===== src/rtl/irq_cpu_if_pkg.sv =====
package irq_cpu_if_pkg;
  localparam int unsigned ID_W   = 10;
  localparam int unsigned PRIO_W = 8;
  localparam int unsigned BP_W   = $clog2(PRIO_W);
  localparam int unsigned DATA_W = 32;
  localparam int unsigned ADDR_W = 3;

  localparam logic [ID_W-1:0] SPURIOUS_ID = '1;

  typedef enum logic [ADDR_W-1:0] {
    REG_CTRL = 3'd0,
    REG_MASK = 3'd1,
    REG_BPT  = 3'd2,
    REG_ACK  = 3'd3,
    REG_EOI  = 3'd4,
    REG_HIGH = 3'd5,
    REG_RUN  = 3'd6
  } reg_addr_e;

  // bits above position bp are group priority
  function automatic logic [PRIO_W-1:0] group_of(logic [PRIO_W-1:0] prio,
                                                 logic [BP_W-1:0] bp);
    logic [PRIO_W:0] m;
    m = {(PRIO_W+1){1'b1}} << (int'(bp) + 1);
    return prio & m[PRIO_W-1:0];
  endfunction
endpackage


===== src/rtl/irq_prio_cmp.sv =====
module irq_prio_cmp
  import irq_cpu_if_pkg::*;
(
  input  logic              enable_i,
  input  logic              cand_valid_i,
  input  logic [PRIO_W-1:0] cand_prio_i,
  input  logic [PRIO_W-1:0] mask_i,
  input  logic [BP_W-1:0]   bp_i,
  input  logic [PRIO_W-1:0] run_prio_i,
  input  logic              run_empty_i,
  input  logic              run_full_i,
  output logic              qualify_o
);
  logic [PRIO_W-1:0] cand_grp, run_grp;
  logic              below_mask, preempts;

  always_comb begin
    cand_grp   = group_of(cand_prio_i, bp_i);
    run_grp    = group_of(run_prio_i, bp_i);
    below_mask = cand_prio_i < mask_i;
    preempts   = run_empty_i || (cand_grp < run_grp);
    qualify_o  = enable_i && cand_valid_i && below_mask && preempts && !run_full_i;
  end

  always_comb begin
    if (qualify_o) a_r2_below_mask: assert (cand_prio_i < mask_i);
  end
endmodule


===== src/rtl/irq_run_stack.sv =====
module irq_run_stack
  import irq_cpu_if_pkg::*;
#(
  parameter int unsigned DEPTH = 8
) (
  input  logic              clk_i,
  input  logic              rst_ni,
  input  logic              push_i,
  input  logic [ID_W-1:0]   push_id_i,
  input  logic [PRIO_W-1:0] push_prio_i,
  input  logic              pop_i,
  output logic [ID_W-1:0]   top_id_o,
  output logic [PRIO_W-1:0] top_prio_o,
  output logic              empty_o,
  output logic              full_o
);
  localparam int unsigned CNT_W = $clog2(DEPTH + 1);
  localparam int unsigned IDX_W = (DEPTH > 1) ? $clog2(DEPTH) : 1;

  logic [ID_W-1:0]   id_q   [DEPTH];
  logic [PRIO_W-1:0] prio_q [DEPTH];
  logic [CNT_W-1:0]  cnt_q;
  logic [IDX_W-1:0]  top_idx, wr_idx;

  assign empty_o = (cnt_q == '0);
  assign full_o  = (cnt_q == CNT_W'(DEPTH));
  assign top_idx = IDX_W'(cnt_q - 1'b1);
  assign wr_idx  = IDX_W'(cnt_q);

  assign top_id_o   = empty_o ? SPURIOUS_ID : id_q[top_idx];
  assign top_prio_o = empty_o ? '1 : prio_q[top_idx];

  for (genvar g = 0; g < DEPTH; g++) begin : g_slot
    always_ff @(posedge clk_i or negedge rst_ni) begin
      if (!rst_ni) begin
        id_q[g]   <= '0;
        prio_q[g] <= '0;
      end else if (push_i && !full_o && wr_idx == IDX_W'(g)) begin
        id_q[g]   <= push_id_i;
        prio_q[g] <= push_prio_i;
      end
    end
  end

  always_ff @(posedge clk_i or negedge rst_ni) begin
    if (!rst_ni)                  cnt_q <= '0;
    else if (push_i && !full_o)   cnt_q <= cnt_q + 1'b1;
    else if (pop_i && !empty_o)   cnt_q <= cnt_q - 1'b1;
  end

  a_r10_no_push_full: assert property (@(posedge clk_i) disable iff (!rst_ni)
    push_i |-> !full_o);
  a_r8_pop_nonempty: assert property (@(posedge clk_i) disable iff (!rst_ni)
    pop_i |-> !empty_o);
  a_r8_pop_shrinks: assert property (@(posedge clk_i) disable iff (!rst_ni)
    (pop_i && !push_i) |=> cnt_q == $past(cnt_q) - 1'b1);
  a_r10_depth_bound: assert property (@(posedge clk_i) disable iff (!rst_ni)
    cnt_q <= CNT_W'(DEPTH));
endmodule


===== src/rtl/irq_cpu_if.sv =====
module irq_cpu_if
  import irq_cpu_if_pkg::*;
#(
  parameter int unsigned STACK_DEPTH = 8
) (
  input  logic              clk_i,
  input  logic              rst_ni,
  input  logic              cand_valid_i,
  input  logic [ID_W-1:0]   cand_id_i,
  input  logic [PRIO_W-1:0] cand_prio_i,
  input  logic              req_i,
  input  logic              we_i,
  input  logic [ADDR_W-1:0] addr_i,
  input  logic [DATA_W-1:0] wdata_i,
  output logic [DATA_W-1:0] rdata_o,
  output logic              irq_o,
  output logic              ack_o,
  output logic [ID_W-1:0]   ack_id_o,
  output logic              err_o
);
  logic              enable_q, err_q;
  logic [PRIO_W-1:0] mask_q;
  logic [BP_W-1:0]   bp_q;
  logic [ID_W-1:0]   top_id;
  logic [PRIO_W-1:0] top_prio;
  logic              empty, full, qualify;
  logic              rd, wr, do_push, eoi_wr, eoi_hit;
  logic [ID_W-1:0]   eoi_id;

  assign rd      = req_i && !we_i;
  assign wr      = req_i && we_i;
  assign do_push = rd && addr_i == REG_ACK && qualify;
  assign eoi_wr  = wr && addr_i == REG_EOI;
  assign eoi_id  = wdata_i[ID_W-1:0];
  assign eoi_hit = eoi_wr && !empty && eoi_id == top_id;

  irq_prio_cmp u_cmp (
    .enable_i    (enable_q),
    .cand_valid_i(cand_valid_i),
    .cand_prio_i (cand_prio_i),
    .mask_i      (mask_q),
    .bp_i        (bp_q),
    .run_prio_i  (top_prio),
    .run_empty_i (empty),
    .run_full_i  (full),
    .qualify_o   (qualify)
  );

  irq_run_stack #(.DEPTH(STACK_DEPTH)) u_stack (
    .clk_i      (clk_i),
    .rst_ni     (rst_ni),
    .push_i     (do_push),
    .push_id_i  (cand_id_i),
    .push_prio_i(cand_prio_i),
    .pop_i      (eoi_hit),
    .top_id_o   (top_id),
    .top_prio_o (top_prio),
    .empty_o    (empty),
    .full_o     (full)
  );

  always_ff @(posedge clk_i or negedge rst_ni) begin
    if (!rst_ni) begin
      enable_q <= 1'b0;
      mask_q   <= '1;
      bp_q     <= '0;
      err_q    <= 1'b0;
    end else begin
      if (wr && addr_i == REG_CTRL) enable_q <= wdata_i[0];
      if (wr && addr_i == REG_MASK) mask_q   <= wdata_i[PRIO_W-1:0];
      if (wr && addr_i == REG_BPT)  bp_q     <= wdata_i[BP_W-1:0];
      if (eoi_wr && !eoi_hit)       err_q    <= 1'b1;
    end
  end

  always_comb begin
    rdata_o = '0;
    if (rd) begin
      unique case (addr_i)
        REG_CTRL: rdata_o[0]          = enable_q;
        REG_MASK: rdata_o[PRIO_W-1:0] = mask_q;
        REG_BPT:  rdata_o[BP_W-1:0]   = bp_q;
        REG_ACK:  rdata_o[ID_W-1:0]   = qualify ? cand_id_i : SPURIOUS_ID;
        REG_HIGH: rdata_o[ID_W-1:0]   = cand_valid_i ? cand_id_i : SPURIOUS_ID;
        REG_RUN:  rdata_o[PRIO_W-1:0] = top_prio;
        default:  rdata_o = '0;
      endcase
    end
  end

  assign irq_o    = qualify;
  assign ack_o    = do_push;
  assign ack_id_o = do_push ? cand_id_i : SPURIOUS_ID;
  assign err_o    = err_q;

  a_r11_disabled_quiet: assert property (@(posedge clk_i) disable iff (!rst_ni)
    !enable_q |-> !irq_o);
  a_r3_push_records_prio: assert property (@(posedge clk_i) disable iff (!rst_ni)
    ack_o |=> top_prio == $past(cand_prio_i));
  a_r9_err_sticky: assert property (@(posedge clk_i) disable iff (!rst_ni)
    err_o |=> err_o);
  a_r10_full_quiet: assert property (@(posedge clk_i) disable iff (!rst_ni)
    full |-> !irq_o);
endmodule


===== config.mk =====
export PLATFORM = sky130hd
export DESIGN_NAME = irq_cpu_if
export DESIGN_NICKNAME = d
export VERILOG_FILES = /design/src/rtl/irq_cpu_if_pkg.sv /design/src/rtl/irq_prio_cmp.sv /design/src/rtl/irq_run_stack.sv /design/src/rtl/irq_cpu_if.sv
export SDC_FILE = /design/constraint.sdc
export NUM_CORES = 1
export LEC_CHECK = 0
export BUFFER_PORTS_ARGS = -buffer_cell sky130_fd_sc_hd__buf_2
export CAP_MARGIN = 30
export CORE_MARGIN = 1.5
export CORE_UTILIZATION = 50
export CTS_CLUSTER_DIAMETER = 80
export DETAILED_ROUTE_END_ITERATION = 10
export PLACE_DENSITY = 0.76
export SYNTH_ARGS = -nofsm -noshare
export SYNTH_HDL_FRONTEND = slang
export SYNTH_HIERARCHICAL = 1
export SYNTH_SLANG_ARGS = --single-unit

===== constraint.sdc =====
create_clock -name clk_i -period 5.6 [get_ports clk_i]
set_clock_uncertainty 0.2 [all_clocks]
set_input_delay 0.28 -clock clk_i [delete_from_list [all_inputs] [get_ports clk_i]]
set_output_delay 0.28 -clock clk_i [all_outputs]
set_load 0.005 [all_outputs]

==> flow_metrics.py, run 1 <==
metrics = {
    "synth": {
        "synth_top_family_by_area": "multiplexers",
        "synth_most_common_cell": "dfrtp_1",
        "synthArstFlopShare": 1.00,
        "yosysTopAreaCellShare": 0.424,
        "synth_commonest_cells": "153 x dfrtp_1, 105 x mux2_2, 40 x mux2_4, 36 x mux4_2, 31 x nand2_1",
        "synth_flop_cell": "dfrtp_1",
        "ys_ff_latch": 161,
        "synthAdderAreaFrac": 0.0332,
        "synth_compound_area_frac": 0.0683,
        "yosysWarnings": 6,
        "syn_area_um2": 9030,
        "yosysTopAreaCell": "dfrtp_1",
        "synth.distinct_cells": 65,
        "synth_edf_count": 0,
        "yosysSeqAreaShare": 0.447,
        "muxShareOfSynthArea": 0.301,
        "synth-xor-area-share": 0.0116,
        "synth_cells": 657,
        "syn_avg_cell_area_um2": 13.7,
        "synth_simple_gate_area_frac": 0.0808,
        "synthTopCellsByArea": "dfrtp_1 42%, mux2_2 13%, mux4_2 9.0%",
    },
    "final_layout": {
        "diodes": 0,
        "layout-drive-gt1-share": 0.427,
        "layout.cells.non_filler": 961,
        "area_growth_pct": 12.6,
        "fin_util": 0.582,
        "final_cell_area_um2": 10200,
        "nets": 806,
    },
    "floorplan": {
        "core_um2": 17500,
        "die-area_um2": 18900,
        "fp.dieW_um": 137,
        "ios": 103,
        "start_util": 0.517,
        "num_rows": 48,
        "die_h_um": 137,
    },
    "detailed_routing": {
        "routed_wl_um": 22000,
        "antenna_left": 0,
        "vias": 5857,
        "drt-initial-drc-count": 387,
        "routedWlPerCell_um": 22.9,
        "drc_errors": 0,
        "first_pass_iters": 5,
        "via_per_inst": 6.09,
    },
    "global_routing": {
        "grt_pass1_wl_um": 34700,
        "grt_max_degree": 101,
        "grt.total_usage": 0.248,
        "grt_pass1_vias": 6179,
        "grtUsageMet1": 0.324,
        "antenna_found_initial": 0,
        "gr-max-usage-layer": "met2",
        "overflow": 0,
        "grtUsageMet3": 0.0405,
        "grt_use_met2": 0.405,
    },
    "cts": {
        "clk_latency_ns": 0.43,
        "cts_tree": "built",
        "cts_made_buffers": 17,
        "root_buffer": "clkbuf_16",
        "cts_resized": 0,
        "clk_path_buf_depth": 2,
        "clock_sinks": 161,
        "clk_pin_slew_ns": 0.06,
        "cts-htree-levels": 4,
    },
    "sta": {
        "setup_tns_ns": 0,
        "period_share": 0.941,
        "layout_setup_ws_ns": 0.330,
        "period_needed_ns": 5.27,
        "relSlewSlack": 0.432,
        "hold_violations": 0,
        "max_freq_mhz": 190,
        "whs_ns": 0.0378,
        "rsz0062_at_grt": "no",
        "drv_slew": 0,
        "setup_violations": 0,
        "worst_slew_pin_slew_ns": 0.852,
    },
    "critical_path": {
        "cp_max_fo": 18,
        "r2r_cells": 19,
        "worst-r2r-setup-slack_ns": 0.33,
        "start_kind": "register",
        "worstPathRequired_ns": 5.70,
        "r2r_end": "u_stack/id_q[63]$_DFFE_PN0P_",
        "cp-end-kind": "register",
        "timing.rr.start": "u_stack/cnt_q[1]$_DFFE_PN0P_",
        "worstPathArrival_ns": 5.37,
        "crit_start": "u_stack/cnt_q[1]$_DFFE_PN0P_",
        "critPathKind": "register to register",
    },
    "placement": {
        "gp_congestion": 0.945,
        "portBuffers": 58,
        "dp.cells": 920,
        "hpwlAfterDp_um": 14400,
        "placed_area_um2": 9360,
        "dpl_worst_slack_ns": 0.170,
    },
    "worst_hold_path": {
        "worstHoldStart": "cand_prio_i[4]",
        "whs_path_depth": 2,
        "min_to": "u_stack/prio_q[60]$_DFFE_PN0P_",
        "min_path_type": "input pin to register",
    },
    "power_and_ir_drop": {
        "ir_drop_mv": 0.175,
        "power_density_nw_per_um2": 288,
        "power.leakage_nw": 4.89,
        "total_power_mw": 2.93,
    },
    "run_status": {
        "outcome": "completed",
    },
    "flow_run": {
        "drv_cap": 0,
    },
}
[cell usage in the layout, fill, tap and decap left out, types with 9 or more instances in the layout]
cell type      synthesis  routed
conb_1                 1      22
clkbuf_16              0      17
ha_1                  24      24
xor2_1                10      10
a21oi_1               14      14
and2_1                 9       9
mux4_2                36      36
nand2b_1              10      10
nor2_1                13      13
mux2_2               105     105
mux2_4                40      40
dlygate4sd3_1          0       9
buf_2                 12      57
inv_1                 14      14
nand2_1               31      31
dfrtp_1              153     152
buf_4                 26      14
o22a_1                18      18
or3_1                  9       9
o221ai_1              11      11
mux2_1                11      11
[area by class of cell]
class / instances / area, um2
repair buffers: 83 / 534
flip-flops and latches: 161 / 4040
clock inverters: 13 / 280
inverters: 15 / 56.3
clock buffers: 18 / 429
multi-input cells: 446 / 4550
well taps: 225 / 282
fillers: 1325 / 7300
[cell families after synthesis]
logic type / count (synthesis)
AO/OA/AOI/OAI: 83
XOR/XNOR: 12
adder cells (fa/ha/maj): 24
buffers and inverters: 71
flip-flops: 161
multiplexers: 192
other: 1
AND/OR/NAND/NOR: 113
[power by group]
group / switching (mW) / internal (mW)
registers: 0.0411 / 1.21
clock network: 0.473 / 0.927
logic: 0.160 / 0.119
total: 0.675 / 2.25
[flip-flops by register name, indices dropped and copies added, names as in the netlist]
name	flops
u_stack/id_q	80
u_stack/prio_q	64
mask_q	8
u_stack/cnt_q	4
bp_q	3
enable_q	1
err_o	1
[worst max-delay path by stage]
| stage | end | depth (start not counted) | slack, ns |
|---|---|---|---|
| floorplan | u_stack/id_q[65]$_DFFE_PN0P_ | 24 | 0.15 |
| global placement | u_stack/id_q[69]$_DFFE_PN0P_ | 18 | 0.36 |
| detailed placement | u_stack/prio_q[42]$_DFFE_PN0P_ | 18 | 0.17 |
| CTS | u_stack/id_q[56]$_DFFE_PN0P_ | 18 | 0.13 |
| global route | rdata_o[0] | 18 | 0.07 |
| finish | u_stack/id_q[63]$_DFFE_PN0P_ | 19 | 0.33 |
[worst max-delay path, stage by stage (launching register included)]
cell and delay (ns):
dfrtp_1 0.46, inv_1 0.17, ha_1 0.39, nand2b_2 0.17, nor2_1 0.33, or2_1 0.47, o22a_1 0.26, nand2b_1 0.08
ha_1 0.29, a21oi_1 0.15, nand4_1 0.11, o211a_1 0.25, nor4_2 0.31, nand2_1 0.11, nor2_1 0.17, inv_2 0.10
a211oi_1 0.24, and2_1 0.16, buf_4 0.32, mux2_1 0.38
[repair_timing]
action | in CTS | in global routing
hold buffers | 9 | 0
hold endpoints to repair | 131 | 0
setup buffers | 0 | 0
[routing by layer]
layer  vias to the layer above  part of all wire
met1                      3022              0.42
li1                       2538                 -
met3                        56             0.055
met2                       241              0.48
met5                         -                 0
met4                         0             0.038
Note: power is estimated with default switching activity, not from simulation.
==> run 2: changes to the inputs <==
Settings changed: ABC_AREA from default to 1, RECOVER_POWER from default to 50.
==> flow_metrics.py, run 2 <==
metrics = {
    "run_status": {
        "outcome": "complete, but fails checks",
        "violations": "max-capacitance violations, max-slew violations",
    },
    "floorplan": {
        "die-area_um2": 19100,
        "ios": 103,
        "core_um2": 17900,
        "fp.dieW_um": 138,
        "num_rows": 49,
        "die_h_um": 138,
        "start_util": 0.509,
    },
    "final_layout": {
        "fillCellCount": 1633,
        "final_common_cell": "nand2_1",
        "nets": 1284,
        "layout-drive-gt1-share": 0.151,
        "area_growth_pct": 9.14,
        "largest_register_ffs": 80,
        "layout_common_cells": "417 x nand2_1, 152 x dfrtp_1, 142 x nand3_1, 83 x inv_1, 61 x o21ai_1",
        "diodes": 0,
        "multi_input_area_um2": 4250,
        "top_regs": "u_stack/id_q (80), u_stack/prio_q (64), mask_q (8)",
        "seq_area_um2": 4040,
        "top_register": "u_stack/id_q",
    },
    "power_and_ir_drop": {
        "power.leakage_nw": 4.86,
        "p_sw_frac": 0.304,
        "seq_power_share": 0.423,
        "p_int_mw": 2.03,
        "ir_drop_mv": 0.183,
        "power_density_nw_per_um2": 293,
        "p_comb_frac": 0.187,
        "total_power_mw": 2.91,
        "switchingPower_mw": 0.887,
        "clock_power_share": 0.390,
    },
    "detailed_routing": {
        "drc_errors": 0,
        "drt-initial-drc-count": 889,
        "antenna_left": 0,
        "via_per_inst": 5.41,
        "routed_wl_um": 23900,
        "first_pass_iters": 5,
        "vias": 7808,
        "routedWlPerCell_um": 16.6,
    },
    "synth": {
        "synth_flop_cell": "dfrtp_1",
        "synth.distinct_cells": 40,
        "yosysWarnings": 6,
        "synthTopCellsByArea": "dfrtp_1 42%, nand2_1 17%, nand3_1 7.8%",
        "yosysTopAreaCell": "dfrtp_1",
        "syn_area_um2": 9120,
        "synth_cells": 1163,
        "yosysTopAreaCellShare": 0.420,
        "synth_most_common_cell": "nand2_1",
        "yosysSeqAreaShare": 0.443,
        "synth_edf_count": 0,
        "synth_commonest_cells": "415 x nand2_1, 153 x dfrtp_1, 142 x nand3_1, 82 x inv_1",
        "synthArstFlopShare": 1.00,
        "ys_ff_latch": 161,
        "syn_avg_cell_area_um2": 7.84,
    },
    "critical_path": {
        "worstPathRequired_ns": 5.70,
        "start_kind": "register",
        "slowest_stage": "nand3_4",
        "crit_start": "u_stack/cnt_q[1]$_DFFE_PN0P_",
        "slowest_delay_ns": 0.54,
        "critPathKind": "register to register",
        "cp-end-kind": "register",
        "cp_max_fo": 36,
        "timing.rr.start": "u_stack/cnt_q[1]$_DFFE_PN0P_",
        "path_cells": "inv_1, ha_1, ha_1, clkinvlp_4, buf_4, nand3_1, nand3_1, nand2_1, ha_1, a21oi_1, nor2_1, a211oi_1, nand2_1, a21oi_1, inv_1, nor4_4, nand2_4, inv_2, nand3_4, nand2_1, o21ai_2",
        "worstPathArrival_ns": 5.32,
    },
    "sta": {
        "whs_ns": 0.0775,
        "setup_violations": 0,
        "hold_violations": 0,
        "period_share": 0.932,
        "setup_tns_ns": 0,
        "rsz0062_at_grt": "no",
        "period_needed_ns": 5.22,
        "relSlewSlack": -1.64,
        "max_freq_mhz": 192,
        "worst_slew_pin_slew_ns": 3.95,
        "drv_slew": 71,
    },
    "cts": {
        "cts-htree-levels": 4,
        "clk_path_buf_depth": 2,
        "cts_made_buffers": 17,
        "root_buffer": "clkbuf_16",
        "post-cts-setup-buffer-count": 0,
        "cts_tree": "built",
        "clk_pin_slew_ns": 0.07,
        "clock_sinks": 161,
        "clk_latency_ns": 0.43,
    },
    "flow_run": {
        "drv_cap": 1,
    },
    "global_routing": {
        "grt.total_usage": 0.260,
        "overflow": 0,
        "grt_pass1_wl_um": 39500,
        "grt_pass1_vias": 7344,
        "antenna_found_initial": 0,
        "grt_max_degree": 78,
    },
    "worst_hold_path": {
        "worstHoldStart": "cand_prio_i[0]",
        "min_path_type": "input pin to register",
    },
    "placement": {
        "hpwlAfterDp_um": 14700,
        "gp_congestion": 0.923,
        "portBuffers": 58,
    },
}
==> run 2: changes by cell type in the layout (fill, tap and decap cells not counted), moves of 52 or more <==
cell	change
nand2_1	+386
o21ai_1	+61
o21ai_0	+52
nand3_1	+139
o21ai_2	+56
mux2_2	-105
inv_1	+69
==> run 2: kinds of logic (layout without fill, tap and decap cells) <==
logic type,Yosys count,after routing,synth area share
simple gates,615,615,0.292
compound gates,190,190,0.130
buf+inv,168,199,0.0963
flops,161,161,0.443
fa+ha+maj,24,24,0.0329
xor+xnor,3,3,0.00371
other cells,1,22,0.000411
mux,1,1,0.00165
==> run 2: power groups by stage <==
stage / Combinational [mW] / Clock (mW) / Sequential (mW)
floorplan: 0.371 / 0 / 1.24
global placement: 0.521 / 0 / 1.25
detailed placement: 0.533 / 0 / 1.25
CTS: 0.543 / 1.16 / 1.23
global route: 0.606 / 1.21 / 1.24
finish: 0.545 / 1.14 / 1.23
==> run 2: routing by layer <==
metal | global-route usage | wire length (um)
met5 | 0 | 0
met4 | 0.114 | 737
met3 | 0.0416 | 1480
met2 | 0.401 | 10900
met1 | 0.364 | 10800
==> run 2: final cells by class <==
cell class	instances	share of cell area
clock inverters	11	0.0133
well taps	229	0.0288
flip-flops and latches	161	0.406
multi-input cells	855	0.427
repair buffers	78	0.0459
inverters	89	0.0345
clock buffers	21	0.0443
==> run 2: worst paths after layout <==
kind	to	slack (ns)	cells after the start
worst max-delay path	u_stack/id_q[22]$_DFFE_PN0P_	0.38	21
worst min-delay path	u_stack/prio_q[40]$_DFFE_PN0P_	0.08	3
worst max register to register	u_stack/id_q[22]$_DFFE_PN0P_	0.38	21
worst min register to register	u_stack/id_q[56]$_DFFE_PN0P_	0.28	2
max in group asynchronous	u_stack/cnt_q[0]$_DFFE_PN0P_	1.12	2
min in group asynchronous	u_stack/prio_q[32]$_DFFE_PN0P_	1.58	2
==> run 2: worst max-delay path: cells and delay by family (launching register included) <==
| family | cells | cell delay [ns] |
|---|---|---|
| flip-flops | 1 | 0.42 |
| AO/OA/AOI/OAI | 4 | 0.63 |
| adder cells (fa/ha/maj) | 3 | 0.80 |
| AND/OR/NAND/NOR | 9 | 1.80 |
| buffers and inverters | 5 | 1.20 |
==> run 2: repair_timing <==
action	in CTS	in global routing
hold buffers	9	0
hold endpoints to repair	68	0
setup endpoints to repair	0	54
resized for setup	0	2
==> run 2: stage by stage <==
stage,setup slack (ns),cells,area [um2],utilization
floorplan,0.914,1184,9200,-
global placement,0.307,1403,9320,0.521
detailed placement,0.251,1403,9320,0.521
CTS,0.180,1444,9990,0.558
global route,0.107,1444,9950,0.556
finish,0.379,1444,9950,0.556
